File: src/rtl/irq_pkg.sv
package irq_pkg;
  localparam int LINES = 8;
  localparam int IDX_W = $clog2(LINES);

  // isolate the lowest set bit (highest priority)
  function automatic logic [LINES-1:0] lowest_onehot(input logic [LINES-1:0] v);
    return v & (~v + LINES'(1));
  endfunction

  function automatic logic [IDX_W-1:0] onehot_idx(input logic [LINES-1:0] oh);
    logic [IDX_W-1:0] r;
    r = '0;
    for (int i = 0; i < LINES; i++)
      if (oh[i]) r = r | IDX_W'(i);
    return r;
  endfunction

  // a line is allowed when no line of equal or higher priority is in service
  function automatic logic [LINES-1:0] allow_from_isr(input logic [LINES-1:0] isr);
    logic [LINES-1:0] a;
    logic seen;
    seen = 1'b0;
    for (int i = 0; i < LINES; i++) begin
      seen = seen | isr[i];
      a[i] = ~seen;
    end
    return a;
  endfunction
endpackage

File: src/rtl/irq_detect.sv
module irq_detect
  import irq_pkg::*;
(
  input  logic             clk_i,
  input  logic             rst_ni,
  input  logic [LINES-1:0] req_i,
  input  logic             level_i,
  input  logic [LINES-1:0] clr_i,
  output logic [LINES-1:0] cand_o
);
  logic [LINES-1:0] prev_q, pend_q, rise_w;

  for (genvar g = 0; g < LINES; g++) begin : g_line
    assign rise_w[g] = req_i[g] & ~prev_q[g];
    assign cand_o[g] = level_i ? req_i[g] : ((pend_q[g] | rise_w[g]) & req_i[g]);

    always_ff @(posedge clk_i) begin
      if (!rst_ni) begin
        prev_q[g] <= 1'b0;
        pend_q[g] <= 1'b0;
      end else begin
        prev_q[g] <= req_i[g];
        pend_q[g] <= level_i ? 1'b0
                             : ((pend_q[g] | rise_w[g]) & req_i[g] & ~clr_i[g]);
      end
    end
  end
endmodule

File: src/rtl/irq_resolve.sv
module irq_resolve
  import irq_pkg::*;
(
  input  logic [LINES-1:0] cand_i,
  input  logic [LINES-1:0] mask_i,
  input  logic [LINES-1:0] isr_i,
  output logic [LINES-1:0] pick_o,
  output logic             any_o
);
  logic [LINES-1:0] elig_w;

  always_comb begin
    elig_w = cand_i & ~mask_i & allow_from_isr(isr_i);
    pick_o = lowest_onehot(elig_w);
    any_o  = |elig_w;
  end
endmodule

File: src/rtl/irq_service.sv
module irq_service
  import irq_pkg::*;
#(
  parameter int BASE_W = 5,
  localparam int VEC_W = BASE_W + IDX_W
) (
  input  logic              clk_i,
  input  logic              rst_ni,
  input  logic              ack_i,
  input  logic              eoi_i,
  input  logic [LINES-1:0]  pick_i,
  input  logic              any_i,
  input  logic [BASE_W-1:0] base_i,
  output logic [LINES-1:0]  isr_o,
  output logic [LINES-1:0]  clr_o,
  output logic [VEC_W-1:0]  vec_o,
  output logic              vec_valid_o
);
  logic [LINES-1:0] isr_q, eoi_hit_w, set_w;
  logic [IDX_W-1:0] idx_w;

  assign eoi_hit_w = eoi_i ? lowest_onehot(isr_q) : '0;
  assign set_w     = (ack_i && any_i) ? pick_i : '0;
  assign clr_o     = set_w;
  assign idx_w     = any_i ? onehot_idx(pick_i) : IDX_W'(LINES - 1);
  assign isr_o     = isr_q;

  always_ff @(posedge clk_i) begin
    if (!rst_ni) begin
      isr_q       <= '0;
      vec_o       <= '0;
      vec_valid_o <= 1'b0;
    end else begin
      isr_q       <= (isr_q & ~eoi_hit_w) | set_w;
      vec_valid_o <= ack_i;
      if (ack_i) vec_o <= {base_i, idx_w};
    end
  end
endmodule

File: src/rtl/irq_prio_ctrl.sv
module irq_prio_ctrl
  import irq_pkg::*;
#(
  parameter int BASE_W = 5,
  localparam int VEC_W = BASE_W + IDX_W
) (
  input  logic              clk_i,
  input  logic              rst_ni,
  input  logic [LINES-1:0]  req_i,
  input  logic              level_i,
  input  logic [LINES-1:0]  mask_i,
  input  logic [BASE_W-1:0] base_i,
  input  logic              ack_i,
  input  logic              eoi_i,
  output logic              irq_o,
  output logic [VEC_W-1:0]  vec_o,
  output logic              vec_valid_o
);
  logic [LINES-1:0] cand_w, pick_w, isr_w, clr_w;
  logic             any_w;

  irq_detect u_detect (
    .clk_i(clk_i), .rst_ni(rst_ni), .req_i(req_i), .level_i(level_i),
    .clr_i(clr_w), .cand_o(cand_w)
  );

  irq_resolve u_resolve (
    .cand_i(cand_w), .mask_i(mask_i), .isr_i(isr_w),
    .pick_o(pick_w), .any_o(any_w)
  );

  irq_service #(.BASE_W(BASE_W)) u_service (
    .clk_i(clk_i), .rst_ni(rst_ni), .ack_i(ack_i), .eoi_i(eoi_i),
    .pick_i(pick_w), .any_i(any_w), .base_i(base_i), .isr_o(isr_w),
    .clr_o(clr_w), .vec_o(vec_o), .vec_valid_o(vec_valid_o)
  );

  assign irq_o = any_w;
endmodule

File: config.mk
export PLATFORM = sky130hd
export DESIGN_NAME = irq_prio_ctrl
export DESIGN_NICKNAME = d
export VERILOG_FILES = /design/src/rtl/irq_pkg.sv /design/src/rtl/irq_detect.sv /design/src/rtl/irq_resolve.sv /design/src/rtl/irq_service.sv /design/src/rtl/irq_prio_ctrl.sv
export SDC_FILE = /design/constraint.sdc
export NUM_CORES = 1
export LEC_CHECK = 0
export ABC_AREA = 1
export BUFFER_PORTS_ARGS = -buffer_cell sky130_fd_sc_hd__buf_4
export CORE_MARGIN = 2
export CORE_UTILIZATION = 30
export CTS_BUF_LIST = sky130_fd_sc_hd__clkbuf_2 sky130_fd_sc_hd__clkbuf_4 sky130_fd_sc_hd__clkbuf_8
export CTS_CLUSTER_SIZE = 12
export DETAILED_ROUTE_END_ITERATION = 16
export PLACE_DENSITY_LB_ADDON = 0.1
export SLEW_MARGIN = 5
export SYNTH_ARGS = -nofsm -noshare
export SYNTH_HDL_FRONTEND = slang
export SYNTH_SLANG_ARGS = --single-unit
File: constraint.sdc
create_clock -name clk_i -period 1.65 [get_ports clk_i]
set_clock_uncertainty 0.05 [all_clocks]
set_input_delay 0.33 -clock clk_i [delete_from_list [all_inputs] [get_ports clk_i]]
set_output_delay 0.33 -clock clk_i [all_outputs]
set_load 0.1 [all_outputs]
==> summary.md <==
| Metric | Value |
|---|---|
| Chip height | `roughly 80 microns` |
| First-pass GRT wire length | `~7400 microns` |
| Area grow syn2layout | `43.8%` |
| Routed wire per std cell | `between 10 and 15 microns` |
| Num CTS Buffers | `5` |
| Via Count | `between 1,500 and 2,000` |
| Sequential area share after synthesis | `0.404` |
| Pre-antenna DRT Iters | `4` |
| Worst setup margin | `-262 ps` |
| Critical path fanouts, max | `4` |
| Core Region | `just over 5000 sq um` |
| RSZ-0062 raised after global routing | `true` |
| Final wirelength | `4380 microns` |
| Routability cong. | `roughly 0.84` |
| Die area | `around 6100 sq um` |
| Starting Density | `0.316` |
| Most frequent cells in the layout | `buf_4, inv_1, nor2_1` |
| H-tree depth | `2` |
| CP max stage cell | `dfxtp_2` |
| Share of cells above drive strength 1 | `0.332` |
| Clock root cell | `clkbuf_8` |
| Status | `finished, violations left` |
| Final Power | `roughly 2.4 mW` |
| Core Util, Final | `0.454` |
| Top cell by count, worst path | `nor2_4` |
| #FFs+latches synth | `33` |
| Reg2Reg Setup Slack | `around 80 ps` |
| Worst path required time | `1270 ps` |
| Longest Clk Path Bufs | `2` |
| Post-DRT Antenna Nets | `0` |
| VDD IR-drop max | `around 560 uV` |
| Post-DP HPWL | `approximately 3400 microns` |
| Synth top area share | `0.404` |
| GRT Util Overall | `0.159` |
| Ant. Diodes | `0` |
| Worst-path cell chain | `nor2_4 -> nand2_4 -> nor2_4 -> nand2_4 -> nor2_4 -> nor2_2 -> nand3_4 -> buf_12` |
| Iteration-0 DRC Markers | `around 60` |
| PwrDens | `1010 nW/um^2` |
| CTS tree | `done` |
| Flop pwr share | `0.362` |
| Initial antenna violation count | `0` |
| Clk_lat worst skew | `290 ps` |
| Post-Syn Nets | `around 260` |
| Final Hold Vio Count | `0` |
| P_sw | `0.714 mW` |
| Critical path arrival | `~1500 ps` |
| CP Capture Type | `output port` |
| Vias per cell | `4.39` |
| Area leader, netlist | `dfxtp_1` |
| WS Path Type | `reg -> out` |
| Post-Syn Area | `roughly 1600 sq um` |
| Syn Inst Count | `about 240` |
| HP Class | `in -> reg` |
| Rel. slew slack | `0.684` |
| Fin nets | `roughly 330` |
| Switching Share | `0.302` |
| WHS | `about 170 ps` |
| LEAKAGE | `roughly 1.2 nW` |
| Die W | `between 70 and 80 microns` |
| Setup crit start kind | `flip-flop` |
| Final period util | `1.16` |
| Largest delay share family, worst path | `simple AND/OR/NAND/NOR gates` |
| Comb pwr share | `0.248` |
| Internal Power | `1.65 mW` |
| Top area cells in the synthesized netlist | `dfxtp_1, inv_1, nor2_1` |
| Input/output buffers | `35` |
| DRC | `0` |
| Reg clk slew, reported paths | `about 70 ps` |
| Setup-failing EPs final | `1` |
| Syn_area_per_cell | `6.89 sq um` |
| Violated checks | `negative setup slack` |
| Yosys warnings | `0` |
| Max Cap Violations | `0` |
| Grt ovf | `0` |
| Fin. max-slew vios | `0` |
| Commonest non-fill, non-tap cell in the layout | `buf_4` |
| Highest clock rate | `between 500 and 600 MHz` |
| Vias in the first global route | `approximately 1,600` |
| Slowest cell delay on critical path | `about 340 ps` |
| Yosys cell types | `24` |
| Post-layout min period | `about 1900 ps` |
| Largest net degree at the start of global routing | `20` |
| # clock sinks | `33` |
| Slew @ Worst Pin | `about 470 ps` |
| CP bufs+invs | `1` |
| IO Pins | `36` |
| Cts hold-fix bufs | `0` |
| Rows | `26` |
| Clock Power Share | `0.390` |
stage by stage:
step	TNS (ps)	instances	worst slack [ps]	instance area, sq um
2_1_floorplan	0	237	26.2	1630
3_3_place_gp	-508	362	-156	2150
3_5_place_dp	-698	362	-161	2150
4_1_cts	-277	370	-277	2290
5_1_grt	-542	371	-345	2350
6_report	-262	371	-262	2350
worst paths after layout:
| path | start | end | cells past startpoint |
|---|---|---|---|
| worst max-delay path | u_service.isr_o[1] | irq_o | 8 |
| worst max register to register | u_service.isr_o[1] | u_detect.pend_q[1] | 11 |
| worst min register to register | u_service.isr_o[7] | u_service.isr_o[7] | 2 |
| worst min-delay path | req_i[1] | u_detect.prev_q[1] | 3 |
power groups by stage:
stage / Clock [mW] / Sequential, mW / Combinational, mW
after floorplan: 0 / 0.989 / 0.244
after global placement: 0 / 0.874 / 0.559
after detailed placement: 0 / 0.874 / 0.559
after CTS: 0.943 / 0.856 / 0.571
after global routing: 0.975 / 0.860 / 0.637
final: 0.922 / 0.856 / 0.586
synth_stat cells:
master / count
o21bai_1: 1
nand4_1: 5
clkinv_1: 1
inv_1: 43
nand3_4: 1
o21ai_1: 2
nor2_1: 40
nor3_2: 1
nor2_2: 2
nand2_4: 1
clkbuf_1: 3
nand3_2: 7
nor2_4: 4
dfxtp_1: 33
nand3b_1: 2
o21ai_0: 11
a21oi_1: 16
inv_2: 3
buf_4: 1
nor3_1: 1
nand3_1: 23
nand2_1: 33
nand2_2: 2
a31oi_1: 1
what timing repair did:
item,4_1_cts,5_1_grt
setup buffers,0,1
setup endpoints to repair,1,14
pin swaps,0,8
resized for setup,3,14
cell type report:
class / instances / area, sq um
Clock buffer: 5 / 68.8
Multi-Input combinational cell: 153 / 826
Inverter: 47 / 176
Tap cell: 70 / 87.6
Fill cell: 546 / 2820
Clock inverter: 3 / 65.1
Timing Repair Buffer: 60 / 463
Sequential cell: 33 / 663
sequential cells by signal, summed over array words and instances, names as in the netlist:
signal,flops
u_detect.pend_q,8
u_service.vec_o,8
u_service.vec_valid_o,1
u_detect.prev_q,8
u_service.isr_o,8
worst min-delay path, stage by stage:
cell     delay (ps)
buf_4            80
nand2_1          40
inv_1            40
cells by family (layout without fill, tap and decap cells):
kind of cell,Yosys count,count (layout),share of synthesized area
flops,33,33,0.404
compound gates,31,31,0.0972
buf+inv,51,115,0.119
simple gates,122,122,0.379
routing by layer:
metal / track usage / wire [microns]
met3: 0.0419 / 150
met4: 0.0821 / 101
met1: 0.197 / 2110
met5: 0 / 0
met2: 0.251 / 2020
(Power assumes the default switching activity.)
